==> src/rtl/sysctl_pkg.sv <==
`timescale 1ns/1ps
package sysctl_pkg;
    typedef enum logic [2:0] {
        EV_IDLE,
        EV_SYNC,
        EV_INTR,
        EV_RFE,
        EV_WRITE
    } sc_event_e;

    localparam int STK_W     = 6;
    localparam int MASK_LSB  = 8;
    localparam int CODE_LSB  = 2;

    localparam logic [4:0] RN_BADVA  = 5'd8;
    localparam logic [4:0] RN_STATUS = 5'd12;
    localparam logic [4:0] RN_CAUSE  = 5'd13;
    localparam logic [4:0] RN_EPC    = 5'd14;

    localparam logic [4:0] CODE_INT  = 5'd0;
    localparam logic [4:0] CODE_ADEL = 5'd4;
    localparam logic [4:0] CODE_ADES = 5'd5;
endpackage

==> src/rtl/sysctl_arb.sv <==
`timescale 1ns/1ps
module sysctl_arb
    import sysctl_pkg::*;
(
    input  logic      exc_req,
    input  logic      irq_req,
    input  logic      rfe,
    input  logic      wr_en,
    output sc_event_e ev
);
    // Fixed priority: synchronous > interrupt > return > write
    always_comb begin
        if (exc_req)      ev = EV_SYNC;
        else if (irq_req) ev = EV_INTR;
        else if (rfe)     ev = EV_RFE;
        else if (wr_en)   ev = EV_WRITE;
        else              ev = EV_IDLE;
    end
endmodule

==> src/rtl/sysctl_status.sv <==
`timescale 1ns/1ps
module sysctl_status
    import sysctl_pkg::*;
#(
    parameter int IRQ_N = 8
) (
    input  logic             clk,
    input  logic             rst_n,
    input  sc_event_e        ev,
    input  logic             wr_sel,
    input  logic [IRQ_N-1:0] wr_mask,
    input  logic [STK_W-1:0] wr_stk,
    output logic [IRQ_N-1:0] mask,
    output logic [STK_W-1:0] stk,
    output logic             ie_cur
);
    always_ff @(posedge clk or negedge rst_n) begin
        if (!rst_n) begin
            mask <= '0;
            stk  <= '0;
        end else begin
            unique case (ev)
                EV_SYNC, EV_INTR: stk <= {stk[3:0], 2'b00};
                EV_RFE:           stk <= {stk[5:4], stk[5:2]};
                EV_WRITE: begin
                    if (wr_sel) begin
                        mask <= wr_mask;
                        stk  <= wr_stk;
                    end
                end
                EV_IDLE: begin end
            endcase
        end
    end

    assign ie_cur = stk[0];

    assert_entry_shift_R6: assert property (@(posedge clk) disable iff (!rst_n)
        (ev == EV_SYNC || ev == EV_INTR) |=>
            (stk[1:0] == 2'b00 && stk[3:2] == $past(stk[1:0]) && stk[5:4] == $past(stk[3:2])));

    assert_rfe_keeps_old_R11: assert property (@(posedge clk) disable iff (!rst_n)
        (ev == EV_RFE) |=>
            (stk[5:4] == $past(stk[5:4]) && stk[3:2] == $past(stk[5:4]) && stk[1:0] == $past(stk[3:2])));

    assert_mask_hold_R11: assert property (@(posedge clk) disable iff (!rst_n)
        (ev != EV_WRITE) |=> $stable(mask));
endmodule

==> src/rtl/sysctl_cause.sv <==
`timescale 1ns/1ps
module sysctl_cause
    import sysctl_pkg::*;
#(
    parameter int IRQ_N  = 8,
    parameter int CODE_W = 5
) (
    input  logic              clk,
    input  logic              rst_n,
    input  sc_event_e         ev,
    input  logic [IRQ_N-1:0]  irq_lines,
    input  logic [CODE_W-1:0] exc_code,
    input  logic [IRQ_N-1:0]  mask,
    input  logic              ie_cur,
    output logic [IRQ_N-1:0]  pending,
    output logic [CODE_W-1:0] code,
    output logic              irq_req
);
    always_ff @(posedge clk or negedge rst_n) begin
        if (!rst_n) begin
            pending <= '0;
            code    <= '0;
        end else begin
            pending <= irq_lines;
            unique case (ev)
                EV_SYNC:  code <= exc_code;
                EV_INTR:  code <= CODE_W'(CODE_INT);
                EV_RFE, EV_WRITE, EV_IDLE: begin end
            endcase
        end
    end

    assign irq_req = ie_cur & (|(pending & mask));

    assert_pending_track_R4: assert property (@(posedge clk) disable iff (!rst_n)
        1'b1 |=> (pending == $past(irq_lines)));

    assert_sync_code_R7: assert property (@(posedge clk) disable iff (!rst_n)
        (ev == EV_SYNC) |=> (code == $past(exc_code)));

    assert_intr_code_R9: assert property (@(posedge clk) disable iff (!rst_n)
        (ev == EV_INTR) |=> (code == '0));
endmodule

==> src/rtl/sysctl_addr.sv <==
`timescale 1ns/1ps
module sysctl_addr
    import sysctl_pkg::*;
#(
    parameter int DATA_W = 32,
    parameter int CODE_W = 5
) (
    input  logic              clk,
    input  logic              rst_n,
    input  sc_event_e         ev,
    input  logic [CODE_W-1:0] exc_code,
    input  logic [DATA_W-1:0] exc_pc,
    input  logic [DATA_W-1:0] exc_badaddr,
    input  logic              wr_epc,
    input  logic [DATA_W-1:0] wr_data,
    output logic [DATA_W-1:0] epc,
    output logic [DATA_W-1:0] badva
);
    logic addr_err;
    assign addr_err = (exc_code == CODE_W'(CODE_ADEL)) || (exc_code == CODE_W'(CODE_ADES));

    always_ff @(posedge clk or negedge rst_n) begin
        if (!rst_n) begin
            epc   <= '0;
            badva <= '0;
        end else begin
            unique case (ev)
                EV_SYNC: begin
                    epc <= exc_pc;
                    if (addr_err) badva <= exc_badaddr;
                end
                EV_INTR:  epc <= exc_pc;
                EV_WRITE: if (wr_epc) epc <= wr_data;
                EV_RFE, EV_IDLE: begin end
            endcase
        end
    end

    assert_epc_entry_R7: assert property (@(posedge clk) disable iff (!rst_n)
        (ev == EV_SYNC || ev == EV_INTR) |=> (epc == $past(exc_pc)));

    assert_badva_hold_R8: assert property (@(posedge clk) disable iff (!rst_n)
        (ev != EV_SYNC || !addr_err) |=> $stable(badva));
endmodule

==> src/rtl/sysctl_cop.sv <==
`timescale 1ns/1ps
module sysctl_cop
    import sysctl_pkg::*;
#(
    parameter int DATA_W = 32,
    parameter int IRQ_N  = 8,
    parameter int CODE_W = 5,
    parameter int RN_W   = 5
) (
    input  logic              clk,
    input  logic              rst_n,
    input  logic [IRQ_N-1:0]  irq_lines,
    input  logic              exc_req,
    input  logic [CODE_W-1:0] exc_code,
    input  logic [DATA_W-1:0] exc_pc,
    input  logic [DATA_W-1:0] exc_badaddr,
    input  logic              rfe,
    input  logic              wr_en,
    input  logic [RN_W-1:0]   reg_num,
    input  logic [DATA_W-1:0] wr_data,
    output logic [DATA_W-1:0] rd_data,
    output logic              irq_out
);
    localparam int MASK_MSB = MASK_LSB + IRQ_N - 1;

    sc_event_e         ev;
    logic [IRQ_N-1:0]  mask;
    logic [STK_W-1:0]  stk;
    logic              ie_cur;
    logic [IRQ_N-1:0]  pending;
    logic [CODE_W-1:0] code;
    logic              irq_req;
    logic [DATA_W-1:0] epc;
    logic [DATA_W-1:0] badva;
    logic              wr_status;
    logic              wr_epc;

    assign wr_status = wr_en && (reg_num == RN_W'(RN_STATUS));
    assign wr_epc    = wr_en && (reg_num == RN_W'(RN_EPC));

    sysctl_arb u_arb (
        .exc_req (exc_req),
        .irq_req (irq_req),
        .rfe     (rfe),
        .wr_en   (wr_en),
        .ev      (ev)
    );

    sysctl_status #(.IRQ_N(IRQ_N)) u_status (
        .clk     (clk),
        .rst_n   (rst_n),
        .ev      (ev),
        .wr_sel  (wr_status),
        .wr_mask (wr_data[MASK_MSB:MASK_LSB]),
        .wr_stk  (wr_data[STK_W-1:0]),
        .mask    (mask),
        .stk     (stk),
        .ie_cur  (ie_cur)
    );

    sysctl_cause #(.IRQ_N(IRQ_N), .CODE_W(CODE_W)) u_cause (
        .clk       (clk),
        .rst_n     (rst_n),
        .ev        (ev),
        .irq_lines (irq_lines),
        .exc_code  (exc_code),
        .mask      (mask),
        .ie_cur    (ie_cur),
        .pending   (pending),
        .code      (code),
        .irq_req   (irq_req)
    );

    sysctl_addr #(.DATA_W(DATA_W), .CODE_W(CODE_W)) u_addr (
        .clk         (clk),
        .rst_n       (rst_n),
        .ev          (ev),
        .exc_code    (exc_code),
        .exc_pc      (exc_pc),
        .exc_badaddr (exc_badaddr),
        .wr_epc      (wr_epc),
        .wr_data     (wr_data),
        .epc         (epc),
        .badva       (badva)
    );

    // Read mux; unused bits are zero
    always_comb begin
        rd_data = '0;
        if (reg_num == RN_W'(RN_BADVA)) begin
            rd_data = badva;
        end else if (reg_num == RN_W'(RN_STATUS)) begin
            rd_data[MASK_MSB:MASK_LSB] = mask;
            rd_data[STK_W-1:0]         = stk;
        end else if (reg_num == RN_W'(RN_CAUSE)) begin
            rd_data[MASK_MSB:MASK_LSB]          = pending;
            rd_data[CODE_LSB+CODE_W-1:CODE_LSB] = code;
        end else if (reg_num == RN_W'(RN_EPC)) begin
            rd_data = epc;
        end
    end

    assign irq_out = irq_req;

    assert_entry_drops_irq_R5: assert property (@(posedge clk) disable iff (!rst_n)
        (ev == EV_SYNC || ev == EV_INTR) |=> !irq_out);

    assert_entry_beats_rfe_R12: assert property (@(posedge clk) disable iff (!rst_n)
        (exc_req && rfe) |=> (stk[1:0] == 2'b00));
endmodule

==> config.mk <==
export PLATFORM = sky130hd
export DESIGN_NAME = sysctl_cop
export DESIGN_NICKNAME = d
export VERILOG_FILES = /design/src/rtl/sysctl_pkg.sv /design/src/rtl/sysctl_arb.sv /design/src/rtl/sysctl_status.sv /design/src/rtl/sysctl_cause.sv /design/src/rtl/sysctl_addr.sv /design/src/rtl/sysctl_cop.sv
export SDC_FILE = /design/constraint.sdc
export NUM_CORES = 1
export LEC_CHECK = 0
export BUFFER_PORTS_ARGS = -buffer_cell sky130_fd_sc_hd__buf_4
export CAP_MARGIN = 0
export CORE_MARGIN = 2
export CORE_UTILIZATION = 40
export CTS_CLUSTER_SIZE = 14
export DETAILED_ROUTE_END_ITERATION = 7
export PLACE_DENSITY = 0.66
export SETUP_SLACK_MARGIN = 0.1
export SYNTH_ARGS = -nofsm -noshare
export SYNTH_HDL_FRONTEND = slang
export SYNTH_SLANG_ARGS = --single-unit
export TNS_END_PERCENT = 100
==> constraint.sdc <==
create_clock -name clk -period 4.55 [get_ports clk]
set_input_delay 0.6825 -clock clk [delete_from_list [all_inputs] [get_ports clk]]
set_output_delay 0.6825 -clock clk [all_outputs]
set_load 0.02 [all_outputs]
==> reports/results.ini <==
[run_status]
status = finished clean

[yosys]
netlist_area_sq_um = 4440
synth_seq_cells = 91
synth_cell_types = 35
syn_avg_cell_area_sq_um = 11.2
ys_seq_area_share_pct = 51.3
synth_cells = 398
yosysWarnings = 0
syn_nets = 517

[timing]
worstMarginPinSlew_ps = 1130
finalHoldViolCount = 0
tns_ps = 0
final.period_utilization_pct = 76.1
hold_ws_ps = 328
rsz0062_at_grt = false
setup_viol = 0
clock_skew_ps = 11.5
period_needed_ps = 3460
final-max-slew-violation-count = 0
slew_headroom_pct = 24.6
max_freq_ghz = 0.289

[route]
drtIter0Drc = 267
via_per_inst = 5.63
wl_met3_um = 707
met1_length_mm = 5.44
drt_pass1_iterations = 5
wl_mm = 12.9
via_count = 3791
wl_met2_mm = 6.58
drc = 0
drt-wirelength-per-cell_um = 19.2
postRouteAntennaNets = 0
top_layer = met4

[global_routing]
grt_max_degree = 50
grt.total_usage_pct = 21.5
grt_pass1_vias = 3749
antenna_found_initial = 0
grt_overflow = 0
grt_pass1_wl_mm = 19.7

[pwr]
powerDensity_nw_per_um2 = 315
finalPower_mw = 1.84
p_leak_nw = 2.62
ir_worst_vdd_v = 0.000156

[worst_setup_path]
arrival_ps = 2780
startpoint_type = input pin
cp_max_fo = 22
crit_required_ps = 3870
crit_type = input pin to primary output
setup.worst_path.end_class = primary output

[floorplan]
die_h_um = 109
start_util_pct = 41.0
io_pins = 152
die_w_um = 109
core_area_sq_um = 10800
rows = 38
dieArea_sq_um = 12000

[placement]
io_buffers = 151
hpwlAfterDp_mm = 8.79
place_congestion = 0.819

[clock_tree]
clk_pin_slew_ps = 90
root_buffer = clkbuf_8
cts_tree = yes
cts.sinks = 91
cts_max_level = 3
post_cts_buffers = 0
clock_path_buffers = 2
ctsResizeCount = 0
cts-hold-fix-buffers = 0
cts_buffers = 9
clkLatencyLatePin_ps = 360

[hold_path]
hp-class = input pin to async pin

[finish]
syn2layout_area_growth_pct = 31.4
diodes = 0
finalNetCount = 647
regArea_sq_um = 2280
multi_input_area_sq_um = 1990
drive_gt1_share_pct = 40.7
finish.utilization_pct = 53.8
nFillCells = 978

[run]
drv_cap = 0

## critical path, stage by stage
cell and delay (ps):
buf_4 220, and3b_1 350, and2_1 810, a221oi_1 210
o21ai_0 300, buf_4 200
## where the power goes
group,internal (mW),switching (mW),total [mW]
combinational,0.174,0.140,0.314
sequential,0.920,0.0634,0.984
clock,0.247,0.295,0.542
total,1.34,0.499,1.84
## cells by family after synthesis
family | Yosys count | share of synthesized area [%]
AOI/OAI and AO/OA | 146 | 20.2
buffers and inverters | 40 | 4.26
DFF | 91 | 51.3
muxes | 74 | 18.5
and+or+nand+nor | 47 | 5.78
## layer usage
layer | vias up | global-route usage [%]
met5 | - | 0
met4 | 0 | 5.97
met1 | 1904 | 28.5
li1 | 1743 | -
met2 | 132 | 36.2
met3 | 12 | 3.85
## synth_stat cells (all sizes together)
master  instances  share of area [%]
nor3b           2               0.34
nor2b           1               0.14
a22o           17                3.4
a221oi         11                2.2
or2             1               0.14
a41oi           1               0.37
a22oi           4               0.68
and3b           1               0.20
dfrtp          91                 51
nand2          19                1.6
and4            2               0.39
inv             4               0.34
a21boi          2               0.34
nand4           1               0.48
o21ai          85                9.6
nor3            3               0.34
nor2            7               0.59
a21oi          16                1.8
and2            2               0.28
clkbuf         17                1.4
or3             1               0.14
mux2           40                 11
or4b            1               0.23
nand2b          5               0.70
mux2i          34                7.7
nor4b           1               0.20
o22ai           1               0.14
o31ai           3               0.51
a222oi          2               0.45
a311oi          4               0.79
buf            19                2.5
## worst paths after layout
kind | startpoint | to | slack, ps | depth (start not counted)
setup / recovery | reg_num[2] | rd_data[5] | 1090 | 6
setup reg to reg | u_status.mask[3] | u_status.mask[3] | 2110 | 4
hold reg to reg | u_addr.badva[30] | u_addr.badva[30] | 510 | 1
max in group asynchronous | rst_n | u_addr.epc[12] | 3210 | 2
min in group clk | irq_lines[5] | u_cause.pending[5] | 420 | 1
hold / removal | rst_n | u_addr.badva[5] | 330 | 1
## layout by cell type, fill, tap and decap left out, types with 2 or more instances in the layout
master	instances
mux2_4	8
inv_1	4
a311oi_1	4
a21boi_0	2
nand2b_1	5
mux2_2	32
o31ai_1	3
nor3_1	3
clkbuf_8	12
o21ai_0	85
and2_1	2
a21oi_1	16
buf_4	154
mux2i_1	34
clkinvlp_4	2
a22oi_1	4
nand2_1	18
nor2_1	6
a221oi_1	11
dfrtp_1	91
a222oi_1	2
a22o_1	17
nor3b_1	2
## cell type report
| class | instances | area share, % |
|---|---|---|
| clock buffers | 12 | 2.83 |
| clock inverters | 4 | 0.558 |
| inverters | 4 | 0.257 |
| multi-input cells | 267 | 34.1 |
| flip-flops and latches | 91 | 39.0 |
| well taps | 140 | 3.00 |
| repair buffers | 155 | 20.2 |
## through the flow
step,instances,cell area [sq um],setup slack (ps)
4_1_cts,673,5830,1120
6_report,673,5830,1090
2_1_floorplan,398,4440,1720
3_3_place_gp,657,5630,1100
5_1_grt,673,5830,945
3_5_place_dp,657,5630,1110
## sequential cells by signal, indices dropped and copies added, names as in the netlist
signal	flops
u_addr.badva	32
u_addr.epc	32
u_cause.code	5
u_cause.pending	8
u_status.mask	8
u_status.stk	6
No activity file was read; power rests on OpenSTA's default activity.
